### src/rtl/wdt_pkg.sv
package wdt_pkg;
  typedef enum logic [1:0] {
    ARM_OPEN = 2'd0,
    ARM_OFF  = 2'd1,
    ARM_ON   = 2'd2
  } arm_state_e;
endpackage

### src/rtl/wdt_prescaler.sv
module wdt_prescaler #(
  parameter int unsigned PSC_W = 8
) (
  input  logic clk_i,
  input  logic rst_ni,
  input  logic run_i,
  input  logic load_i,
  output logic wrap_o
);
  logic [PSC_W-1:0] psc_q;

  always_ff @(posedge clk_i or negedge rst_ni) begin
    if (!rst_ni)     psc_q <= '1;
    else if (load_i) psc_q <= '1;
    else if (run_i)  psc_q <= psc_q - 1'b1;
  end

  assign wrap_o = run_i && (psc_q == '0);

  AST_PSC_RELOAD: assert property (@(posedge clk_i) disable iff (!rst_ni)
    (load_i && run_i) |=> !wrap_o);

  AST_PSC_WRAP_FULL: assert property (@(posedge clk_i) disable iff (!rst_ni)
    (wrap_o && !load_i) |=> (psc_q == '1));
endmodule

### src/rtl/wdt_counter.sv
module wdt_counter #(
  parameter int unsigned CNT_W = 8
) (
  input  logic             clk_i,
  input  logic             rst_ni,
  input  logic             halt_i,
  input  logic             we_i,
  input  logic [CNT_W-1:0] wdata_i,
  input  logic             tick_i,
  output logic             zero_o,
  output logic [CNT_W-1:0] cnt_o
);
  logic [CNT_W-1:0] cnt_q;

  always_ff @(posedge clk_i or negedge rst_ni) begin
    if (!rst_ni)                cnt_q <= '1;
    else if (halt_i)            cnt_q <= '1;
    else if (we_i)              cnt_q <= wdata_i;
    else if (tick_i && !zero_o) cnt_q <= cnt_q - 1'b1;
  end

  assign zero_o = (cnt_q == '0);
  assign cnt_o  = cnt_q;

  AST_CNT_HALT_FULL: assert property (@(posedge clk_i) disable iff (!rst_ni)
    halt_i |=> (cnt_q == '1));

  AST_CNT_STAYS_ZERO: assert property (@(posedge clk_i) disable iff (!rst_ni)
    (zero_o && !we_i && !halt_i) |=> zero_o);

  AST_CNT_IDLE_HOLD: assert property (@(posedge clk_i) disable iff (!rst_ni)
    (!tick_i && !we_i && !halt_i) |=> $stable(cnt_q));
endmodule

### src/rtl/wdt_arm_ctrl.sv
module wdt_arm_ctrl
  import wdt_pkg::*;
(
  input  logic clk_i,
  input  logic rst_ni,
  input  logic we_i,
  input  logic wdata_i,
  output logic en_o
);
  arm_state_e state_q;

  always_ff @(posedge clk_i or negedge rst_ni) begin
    if (!rst_ni) state_q <= ARM_OPEN;
    else if (we_i && state_q == ARM_OPEN)
      state_q <= wdata_i ? ARM_ON : ARM_OFF;
  end

  assign en_o = (state_q == ARM_ON);

  AST_ARM_LOCKED: assert property (@(posedge clk_i) disable iff (!rst_ni)
    (state_q != ARM_OPEN) |=> (state_q == $past(state_q)));
endmodule

### src/rtl/wdt_down_counter.sv
module wdt_down_counter #(
  parameter int unsigned PSC_W = 8,
  parameter int unsigned CNT_W = 8
) (
  input  logic             clk_i,
  input  logic             rst_ni,
  input  logic             cnt_we_i,
  input  logic [CNT_W-1:0] cnt_wdata_i,
  input  logic             arm_we_i,
  input  logic             arm_wdata_i,
  input  logic             halt_i,
  output logic             rst_req_o,
  output logic             gp_uf_o,
  output logic [CNT_W-1:0] cnt_o
);
  logic run_q, wrap, cnt_zero, wd_en, uf, req_q, gp_q;

  wdt_arm_ctrl u_arm (
    .clk_i   (clk_i),
    .rst_ni  (rst_ni),
    .we_i    (arm_we_i),
    .wdata_i (arm_wdata_i),
    .en_o    (wd_en)
  );

  wdt_prescaler #(.PSC_W(PSC_W)) u_psc (
    .clk_i  (clk_i),
    .rst_ni (rst_ni),
    .run_i  (run_q),
    .load_i (cnt_we_i || halt_i),
    .wrap_o (wrap)
  );

  wdt_counter #(.CNT_W(CNT_W)) u_cnt (
    .clk_i   (clk_i),
    .rst_ni  (rst_ni),
    .halt_i  (halt_i),
    .we_i    (cnt_we_i),
    .wdata_i (cnt_wdata_i),
    .tick_i  (wrap),
    .zero_o  (cnt_zero),
    .cnt_o   (cnt_o)
  );

  // underflow: counter already empty when the prescaler wraps once more
  assign uf = wrap && cnt_zero && !halt_i && !cnt_we_i;

  always_ff @(posedge clk_i or negedge rst_ni) begin
    if (!rst_ni) begin
      run_q <= 1'b0;
      req_q <= 1'b0;
      gp_q  <= 1'b0;
    end else begin
      req_q <= uf && wd_en;
      if (halt_i)        run_q <= run_q;
      else if (cnt_we_i) run_q <= 1'b1;
      else if (uf)       run_q <= 1'b0;
      if (cnt_we_i && !halt_i) gp_q <= 1'b0;
      else if (uf && !wd_en)   gp_q <= 1'b1;
    end
  end

  assign rst_req_o = req_q;
  assign gp_uf_o   = gp_q;

  AST_REQ_ONE_CYCLE: assert property (@(posedge clk_i) disable iff (!rst_ni)
    rst_req_o |=> !rst_req_o);

  AST_STOP_AFTER_UF: assert property (@(posedge clk_i) disable iff (!rst_ni)
    uf |=> !run_q);

  AST_GP_NO_REQ: assert property (@(posedge clk_i) disable iff (!rst_ni)
    (uf && !wd_en) |=> (!rst_req_o && gp_uf_o));

  AST_WD_STAYS_ON: assert property (@(posedge clk_i) disable iff (!rst_ni)
    rst_req_o |-> wd_en);
endmodule

### config.mk
export PLATFORM = sky130hd
export DESIGN_NAME = wdt_down_counter
export DESIGN_NICKNAME = d
export VERILOG_FILES = /design/src/rtl/wdt_pkg.sv /design/src/rtl/wdt_prescaler.sv /design/src/rtl/wdt_counter.sv /design/src/rtl/wdt_arm_ctrl.sv /design/src/rtl/wdt_down_counter.sv
export SDC_FILE = /design/constraint.sdc
export NUM_CORES = 1
export LEC_CHECK = 0
export ABC_AREA = 1
export BUFFER_PORTS_ARGS = -buffer_cell sky130_fd_sc_hd__buf_2
export CAP_MARGIN = 20
export CORE_MARGIN = 5
export CORE_UTILIZATION = 35
export CTS_CLUSTER_SIZE = 24
export DETAILED_ROUTE_END_ITERATION = 10
export GPL_TIMING_DRIVEN = 0
export PLACE_DENSITY_LB_ADDON = 0.08
export SYNTH_ARGS = -nofsm -noshare
export SYNTH_HDL_FRONTEND = slang
export SYNTH_SLANG_ARGS = --single-unit
### constraint.sdc
create_clock -name clk_i -period 3 [get_ports clk_i]
set_input_delay 0.6 -clock clk_i [delete_from_list [all_inputs] [get_ports clk_i]]
set_output_delay 0.6 -clock clk_i [all_outputs]
set_load 0.01 [all_outputs]
[Word-level counts from Yosys, hierarchy flattened]
Cells that the tools add are included.
Word-level totals
  register bits after elaboration: 21
  input port bits: 14
  output and inout bits: 10
  logic and storage cells: 42
Cells by class
  add/subtract/negate cells: 2
  eq/ne operators: 1
  muxes and demuxes: 10
  bitwise logic cells: 1
  reduce and logical (&&, ||, !) cells: 22
Operator list (count)
  8-bit 2-to-1 mux: 5
  8-bit logical NOT: 2
  8-bit by 1-bit subtractor with 8-bit output (second input constant): 2
  1-bit logical AND: 9
  2-bit nonzero test: 3
  1-bit logical NOT: 4
  1-bit 2-to-1 mux: 4
  3-bit nonzero test: 1
  2-bit equality test (second input constant): 1
  2-bit logical NOT: 1
  2-bit 2-to-1 mux: 1
  2-bit AND reduction: 1
  1-bit logical OR: 1
  1-bit inverter: 1

[Depth between registers and ports, before layout]
Gate-level depths: netlist of the first run.
  word-level depth: 8
  depth in mapped cells: 9
  mapped depth without buffers: 9

[Hierarchy]
From an unflattened synthesis of the first run, not the netlist that was laid out.
Second synthesis, totals
  cells, all modules: 186
  area total of the unflattened synthesis: 1335.0 um^2
Modules (own cells, without submodules)
  wdt_counter: times used 1, cells an instance 97, area an instance 646.9 um^2, seq. area each 210.2 um^2
  wdt_prescaler: times used 1, cells an instance 61, area an instance 469.2 um^2, seq. area each 210.2 um^2
  wdt_down_counter: times used 1, cells an instance 18, area an instance 136.4 um^2, seq. area each 75.1 um^2
  wdt_arm_ctrl: times used 1, cells an instance 10, area an instance 82.6 um^2, seq. area each 50.0 um^2

[Least setup slack after synthesis of the first run]
OpenSTA, ideal clock, no wires.
  path type: register to register
  start point: reg u_cnt.cnt_q[0], in the netlist u_cnt.cnt_o[0]
  end point: reg u_cnt.cnt_q[5], in the netlist u_cnt.cnt_o[5]
  arrival: 1.362 ns
  required time: 2.940 ns
  path slack: 1.579 ns
  stages on the path, launching flop included: 10
  path buffers: 0
  clock period less this slack: 1.421 ns
  cells stage by stage: dfstp_2 > inv_1 > ha_1 > nand2_1 > nor2_4 > inv_2 > nand2_8 > nand2_8 > nand3_2 > nand2_2
On the way
  cells in the longest elaborated chain, start to end: 4
  elaborated cells between the ends (all ways): 8
  those cells by class: 1 x add/sub; 3 x mux; 4 x reduce/logical
RTL lines
  start, declared: line wdt_counter.sv:13  | logic [CNT_W-1:0] cnt_q;
  start signal, assigned: line wdt_counter.sv:18  | else if (we_i) cnt_q <= wdata_i;
  start signal, assigned: line wdt_counter.sv:19  | else if (tick_i && !zero_o) cnt_q <= cnt_q - 1'b1;
  8-bit by 1-bit subtractor with 8-bit output / 8-bit logical NOT (equally long branches): line wdt_counter.sv:19, wdt_counter.sv:22
  8-bit 2-to-1 mux / 1-bit logical NOT (equally long branches): line wdt_counter.sv:19
  8-bit 2-to-1 mux / 1-bit logical AND (equally long branches): line wdt_counter.sv:18, wdt_counter.sv:19
  8-bit 2-to-1 mux / 3-bit nonzero test (equally long branches)
Several ways; a longest one is shown, not always the timed one. The select of a mux whose other input is x is not followed.
A chain may end at the register's enable or synchronous reset.

[Worst setup path after layout of the first run]
  start point: reg u_cnt.cnt_q[3], in the netlist u_cnt.cnt_o[3]
  end point: out cnt_o[3]
RTL lines
  end, declared: line wdt_down_counter.sv:14  | output logic [CNT_W-1:0] cnt_o
No word-level cell between the ends.

==> results of run 1 <==
[cells in the final DEF, fill, tap and decap left out, drive strengths merged]
| master | count |
|---|---|
| buf | 24 |
| nor3 | 2 |
| nor2 | 22 |
| clkinv | 1 |
| clkbuf | 3 |
| nand2 | 33 |
| o211ai | 1 |
| nand4 | 2 |
| dfrtp | 5 |
| a21oi | 10 |
| ha | 4 |
| dfstp | 16 |
| or2 | 6 |
| o21ai | 13 |
| nand3 | 24 |
| a31o | 1 |
| inv | 22 |
[metal layers]
| metal | vias up | routed length [um] | global-route usage |
|---|---|---|---|
| li1 | 581 | - | - |
| met1 | 539 | 1310 | 0.147 |
| met2 | 15 | 1450 | 0.212 |
| met3 | 4 | 133 | 0.0235 |
| met4 | 0 | 31 | 0.0492 |
| met5 | - | 0 | 0 |
[cell type report]
cell class              count  area, sq um  area share
clock buffers               3         41.3      0.0260
clock inverters             1         5.00     0.00315
inverters                  22         85.1      0.0535
multi-input cells         118          729       0.459
flip-flops and latches     21          546       0.343
plain buffers               1         7.51     0.00472
well taps                  48         60.1      0.0378
repair buffers             23          115      0.0724
[worst paths after layout]
check / start / to / cells past startpoint / slack [ns]
worst max-delay path: u_cnt.cnt_o[3]$_DFFE_PN1P_ / cnt_o[3] / 1 / 1.36
worst min-delay path: rst_ni / u_arm.state_q[1]$_DFFE_PN0P_ / 1 / 0.29
worst max register to register: u_cnt.cnt_o[0]$_DFFE_PN1P_ / u_cnt.cnt_o[7]$_DFFE_PN1P_ / 9 / 1.50
worst min register to register: u_arm.state_q[0]$_DFFE_PN0P_ / u_arm.state_q[0]$_DFFE_PN0P_ / 2 / 0.47
max in group asynchronous: rst_ni / u_cnt.cnt_o[1]$_DFFE_PN1P_ / 1 / 2.36
min in group clk_i: u_arm.state_q[0]$_DFFE_PN0P_ / u_arm.state_q[0]$_DFFE_PN0P_ / 2 / 0.47
[cells in the mapped netlist, drive strengths merged]
cell type / n / area, sq um
o211ai: 1 / 7.51
nor2: 22 / 134
o21ai: 13 / 72.6
ha: 4 / 50.1
nand2: 33 / 181
nand4: 2 / 27.5
a31o: 1 / 8.76
or2: 6 / 37.5
inv: 22 / 85.1
dfrtp: 5 / 125
nor3: 2 / 10.0
dfstp: 16 / 420
a21oi: 10 / 50.1
nand3: 24 / 150
buf: 1 / 7.51
[sequential cells by signal, indices dropped and copies added (netlist names)]
signal and cells:
rst_req_o 1, run_q 1, gp_uf_o 1, u_cnt.cnt_o 8, u_arm.state_q 2, u_psc.psc_q 8
[metrics by stage]
stage	worst slack, ns	area (sq um)	hold slack (ns)	power [mW]	utilization
final	1.36	1590	0.291	0.620	0.428
after global placement	1.48	1540	0.448	0.440	0.415
after detailed placement	1.47	1540	0.457	0.443	0.415
after floorplan	1.58	1370	0.304	0.397	-
after CTS	1.35	1590	0.311	0.636	0.428
after global routing	1.31	1590	0.323	0.663	0.428
[cells by family after synthesis]
kind of cell	synth area share
AOI/OAI and AO/OA	0.102
adders and majority gates	0.0366
DFF	0.399
buffers and inverters	0.0677
and+or+nand+nor	0.395
[power by group]
part / switching, mW / internal [mW] / total, mW / leakage, nW
Clock: 0.0924 / 0.0926 / 0.185 / 0.0255
Combinational: 0.0666 / 0.0419 / 0.108 / 0.508
Sequential: 0.0194 / 0.307 / 0.327 / 0.228
Total: 0.178 / 0.442 / 0.620 / 0.761
==> impl_metrics.csv, run 1 <==
group,metric,value,unit
placement,placedCellCount,233,
floorplan,die-area,0.00526,sq mm
timing,setup_tns,0,ns
placement,gp_congestion,0.727,
critical_path,crit_path_max_fanout,8,
timing,max_clock_freq,609,MHz
clocking,post_cts_resized,0,
clocking,cts.sink_count,21,
timing,slew_viol_final,0,
critical_path,cpMaxStageDelayCell,"dfstp_2",
detailed_routing,dr.pass1.iters,4,
detailed_routing,wl_per_cell,12.3,um
critical_path,worst_setup_path_start_kind,"flip-flop",
critical_path,crit_arrival,1.04,ns
floorplan,die_y,72.5,um
synth,syn_inst,162,
pwr,p_leak,0.761,nW
critical_path,crit_path_max_incr_delay,0.62,ns
synth,ys_seq_elements,21,
placement,io_buffer_count,23,
timing,maxSlewHeadroom,0.679,
clocking,cts_buffer_depth,2,
critical_path,worst-path-buf-inv,1,
synth,ys_types,27,
pwr,power_density,390,mW/mm^2
floorplan,die_w,72.5,um
clocking,cts_tree,"built",
floorplan,fp.coreArea,0.00372,sq mm
final_layout,nFillCells,399,
grt,gr-total-overflow,0,
grt,grt_max_degree,22,
critical_path,critPathTopFamily,"flip-flops",
synth,netlist_area,0.00137,sq mm
synth,yosysWarningCount,0,
pwr,ir_drop,0.129,mV
timing,min_period_over_period,0.547,
floorplan,io_pins,24,
detailed_routing,drt-vias-per-instance,4.81,
grt,grt_pass1_wl,5.04,mm
timing,finalHoldViolations,0,
timing,rsz0062_at_grt,"no",
status,outcome,"complete, no violations",
placement,hpwl,2.22,mm
grt,grt_pass1_vias,1114,
detailed_routing,first_iter_violations,21,
clocking,clockRootBuffer,"clkbuf_8",
synth,avgSynthCellArea,8.44,sq um
floorplan,row_count,22,
clocking,worstSkewPairLatency,0.26,ns
floorplan,initial_utilization,0.368,
final_layout,fin_nets,208,
detailed_routing,drt_wl_total,2.92,mm
clocking,htree_num_levels,1,
detailed_routing,routed-via-count,1139,
synth,synth-seq-area-share,0.399,
critical_path,path_class,"reg2out",
clocking,hold_buffers,0,
critical_path,crit_chain,"buf_2",
clocking,postCtsSetupRepairBufs,0,
timing,setup_viol,0,
critical_path,critical_path_required,2.40,ns
final_layout,antenna_cells,0,
critical_path,end_kind,"output pin",
clocking,numCtsBuffers,3,
final_layout,syn2layout_area_growth,16.2,%
synth,synthesis.nets,180,
clocking,clk_pin_slew,0.08,ns
hold_path,holdCritPathClass,"in2async",
final_layout,instances_no_fill,237,
grt,antenna_found_initial,0,
grt,globalRouteTotalUtil,0.122,
detailed_routing,remaining_drc_errors,0,
timing,min_period,1.64,ns
final_layout,drive_gt1_frac,0.407,
timing,clock_skew,0.00173,ns
timing,worst_pin_slew,0.481,ns
detailed_routing,ant_nets,0,
job,max_cap_violations,0,
Note: power is estimated with default switching activity, not from simulation.
==> run 2, diff against run 1 <==
--- a/config.mk
+++ b/config.mk
@@ -5,7 +5,7 @@
 export SDC_FILE = /design/constraint.sdc
 export NUM_CORES = 1
 export LEC_CHECK = 0
-export ABC_AREA = 1
+export ABC_AREA = 0
 export BUFFER_PORTS_ARGS = -buffer_cell sky130_fd_sc_hd__buf_2
 export CAP_MARGIN = 20
 export CORE_MARGIN = 5
==> constraint.sdc (replaced) <==
create_clock -name clk_i -period 1.3 [get_ports clk_i]
set_input_delay 0.26 -clock clk_i [delete_from_list [all_inputs] [get_ports clk_i]]
set_output_delay 0.26 -clock clk_i [all_outputs]
set_load 0.01 [all_outputs]
==> impl_metrics.csv, run 2 <==
group,metric,value,unit
critical_path,critical_path_required,1.53,ns
status,outcome,"complete, but fails checks",
pwr,intPower,903,uW
timing,worst_pin_slew,0.504,ns
timing,holdWs,0.171,ns
synth,synth-seq-area-share,0.456,
final_layout,fin_util,0.520,
clocking,htree_num_levels,1,
grt,grt_pass1_vias,981,
timing,setup_viol,16,
detailed_routing,ant_nets,0,
synth,yosysTopAreaCell,"dfstp_2",
pwr,power_frac_comb,0.163,
critical_path,crit_path_max_fanout,5,
clocking,cts.sink_count,21,
pwr,p_total,1.21,mW
timing,maxSlewHeadroom,0.664,
critical_path,crit_arrival,2.09,ns
critical_path,critPathTopFamily,"simple AND/OR/NAND/NOR gates",
synth,synth_common_cells,"nand2_1 (18), dfstp_2 (16), inv_1 (7), nor2_1 (7), nor3_1 (7)",
synth,avgSynthCellArea,10.1,sq um
pwr,p_sw,308,uW
synth,ys_dominant_reg_cell,"dfstp_2",
final_layout,final_common_cell,"nand2_1",
synth,syn_inst,119,
timing,slew_viol_final,0,
final_layout,design_area,0.00173,sq mm
placement,io_buffer_count,22,
critical_path,crit_path_max_incr_delay,0.58,ns
critical_path,crit_chain,"inv_4 -> ha_4 -> or3b_4 -> o211ai_4 -> buf_12 -> or4_4 -> o311a_1",
critical_path,worst-path-buf-inv,2,
pwr,swShare,0.254,
final_layout,fin_nets,181,
grt,grt_max_degree,22,
floorplan,initial_utilization,0.359,
detailed_routing,drt-vias-per-instance,5.09,
placement,hpwl,2.00,mm
grt,gr-total-overflow,0,
timing,max_clock_freq,540,MHz
synth,ys_types,45,
status,violations,"setup timing",
detailed_routing,routed-via-count,1059,
critical_path,worst_setup_path_start_kind,"flip-flop",
timing,finalHoldViolations,0,
hold_path,holdCritPathClass,"in2reg",
pwr,p_leak,0.716,nW
placement,dpl_cell_area,0.00139,sq mm
final_layout,drive_gt1_frac,0.537,
final_layout,nFillCells,328,
synth,synth-edff-count,0,
pwr,power_density,698,mW/mm^2
synth,synthesis.nets,137,
detailed_routing,dr.pass1.iters,4,
job,max_cap_violations,0,
grt,globalRouteTotalUtil,0.137,
floorplan,io_pins,24,
synth,synth_top_area_frac,0.351,
final_layout,most-common-layout-cells,"nand2_1 (17), dfstp_2 (16), buf_6 (15), buf_2 (15), buf_4 (9)",
grt,antenna_found_initial,0,
detailed_routing,first_iter_violations,55,
timing,clock_skew,0.00341,ns
floorplan,die_y,68.5,um
synth,netlist_area,0.00120,sq mm
placement,gp_congestion,0.785,
pwr,ir_drop,0.391,mV
clocking,numCtsBuffers,3,
clocking,worstSkewPairLatency,0.30,ns
synth,synth.most_common_cell,"nand2_1",
critical_path,cpMaxStageDelayCell,"dfstp_2",
floorplan,fp.coreArea,0.00334,sq mm
clocking,cts_buffer_depth,2,
clocking,clockRootBuffer,"clkbuf_4",
pwr,p_clk_frac,0.254,
timing,min_period_over_period,1.42,
critical_path,end_kind,"flip-flop",
timing,rsz0062_at_grt,"yes",
synth,ys_seq_elements,21,
clocking,clk_pin_slew,0.11,ns
final_layout,syn2layout_area_growth,44.8,%
synth,synthArstFlopShare,1.00,
timing,finalWorstSetupSlack,-0.551,ns
detailed_routing,remaining_drc_errors,0,
pwr,seqPwrFrac,0.583,
detailed_routing,drt_wl_total,2.94,mm
final_layout,antenna_cells,0,
detailed_routing,wl_per_cell,14.2,um
floorplan,die_w,68.5,um
critical_path,path_class,"reg2reg",
synth,yosysWarningCount,0,
floorplan,row_count,21,
grt,grt_pass1_wl,4.84,mm
timing,min_period,1.85,ns
synth,netlist_top_cells_area,"dfstp_2 (35%), dfrtp_1 (10%), nand2_1 (5.6%)",
floorplan,die-area,0.00469,sq mm
clocking,cts_tree,"built",
[run 2: cell count changes after synthesis, moves of 7 or more]
cell,delta
inv_1,-11
nand2_2,-7
nand3_1,-15
a21oi_1,-7
[run 2: logic make-up after synthesis]
| group | Yosys count | synth area share |
|---|---|---|
| buf+inv | 12 | 0.0449 |
| compound gates | 23 | 0.163 |
| mux | 1 | 0.00940 |
| flops | 21 | 0.456 |
| simple gates | 51 | 0.234 |
| xor+xnor | 7 | 0.0512 |
| fa+ha+maj | 4 | 0.0418 |
[run 2: area by class of cell]
class | instances | area (sq um) | share of cell area
multi-input combinational | 86 | 723 | 0.417
sequential | 21 | 546 | 0.315
timing repair buffer | 39 | 319 | 0.184
tap | 46 | 57.6 | 0.0332
buffer | 5 | 33.8 | 0.0195
inverter | 7 | 28.8 | 0.0166
clock buffer | 4 | 26.3 | 0.0152
[run 2: power groups by stage]
| stage | clock network (mW) | logic (mW) | registers [mW] |
|---|---|---|---|
| floorplan | 0 | 0.0635 | 0.721 |
| global placement | 0 | 0.132 | 0.716 |
| detailed placement | 0 | 0.135 | 0.717 |
| CTS | 0.332 | 0.181 | 0.707 |
| global route | 0.359 | 0.219 | 0.709 |
| finish | 0.307 | 0.197 | 0.706 |
[run 2: per-stage QoR]
step,std cells,setup slack [ns],setup TNS (ns)
CTS,204,-0.548,-5.04
global placement,187,-0.593,-6.66
global route,208,-0.590,-5.80
detailed placement,187,-0.613,-6.68
finish,208,-0.551,-4.81
floorplan,119,-0.510,-3.98
[run 2: what timing repair did]
| item | in CTS | in global routing |
|---|---|---|
| hold endpoints to repair | 5 | 0 |
| hold buffers | 1 | 0 |
| pin swaps | 11 | 5 |
| gates resized for setup | 20 | 20 |
| setup buffers | 12 | 6 |
| endpoints found under the setup margin | 17 | 26 |
[run 2: routing by layer]
| metal | GRT usage | up-vias | routed length, um |
|---|---|---|---|
| li1 | - | 515 | - |
| met1 | 0.199 | 514 | 1420 |
| met2 | 0.200 | 28 | 1350 |
| met3 | 0.0389 | 2 | 163 |
| met4 | 0.0298 | 0 | 14 |
| met5 | 0 | - | 0 |
[run 2: worst reg2reg max path, cell delays in order, from the launching register on]
cell and delay, ns:
dfstp_2 0.58, inv_4 0.04, ha_4 0.15, or3b_4 0.27, o211ai_4 0.09, buf_12 0.14
or4_4 0.40, o311a_1 0.12
[run 2: final timing paths]
kind                                             from                      endpoint  slack, ns  cells after the start
setup reg to reg           u_cnt.cnt_o[0]$_DFFE_PN1P_    u_cnt.cnt_o[6]$_DFFE_PN1P_      -0.55                      7
hold reg to reg                   gp_uf_o$_DFFE_PN0P_           gp_uf_o$_DFFE_PN0P_       0.48                      1
hold / removal                               arm_we_i  u_arm.state_q[0]$_DFFE_PN0P_       0.17                      3
max in group asynchronous                      rst_ni    u_psc.psc_q[1]$_DFFE_PN1P_       0.50                      2
setup / recovery           u_cnt.cnt_o[0]$_DFFE_PN1P_    u_cnt.cnt_o[6]$_DFFE_PN1P_      -0.55                      7
min in group asynchronous                      rst_ni           gp_uf_o$_DFFE_PN0P_       0.45                      2
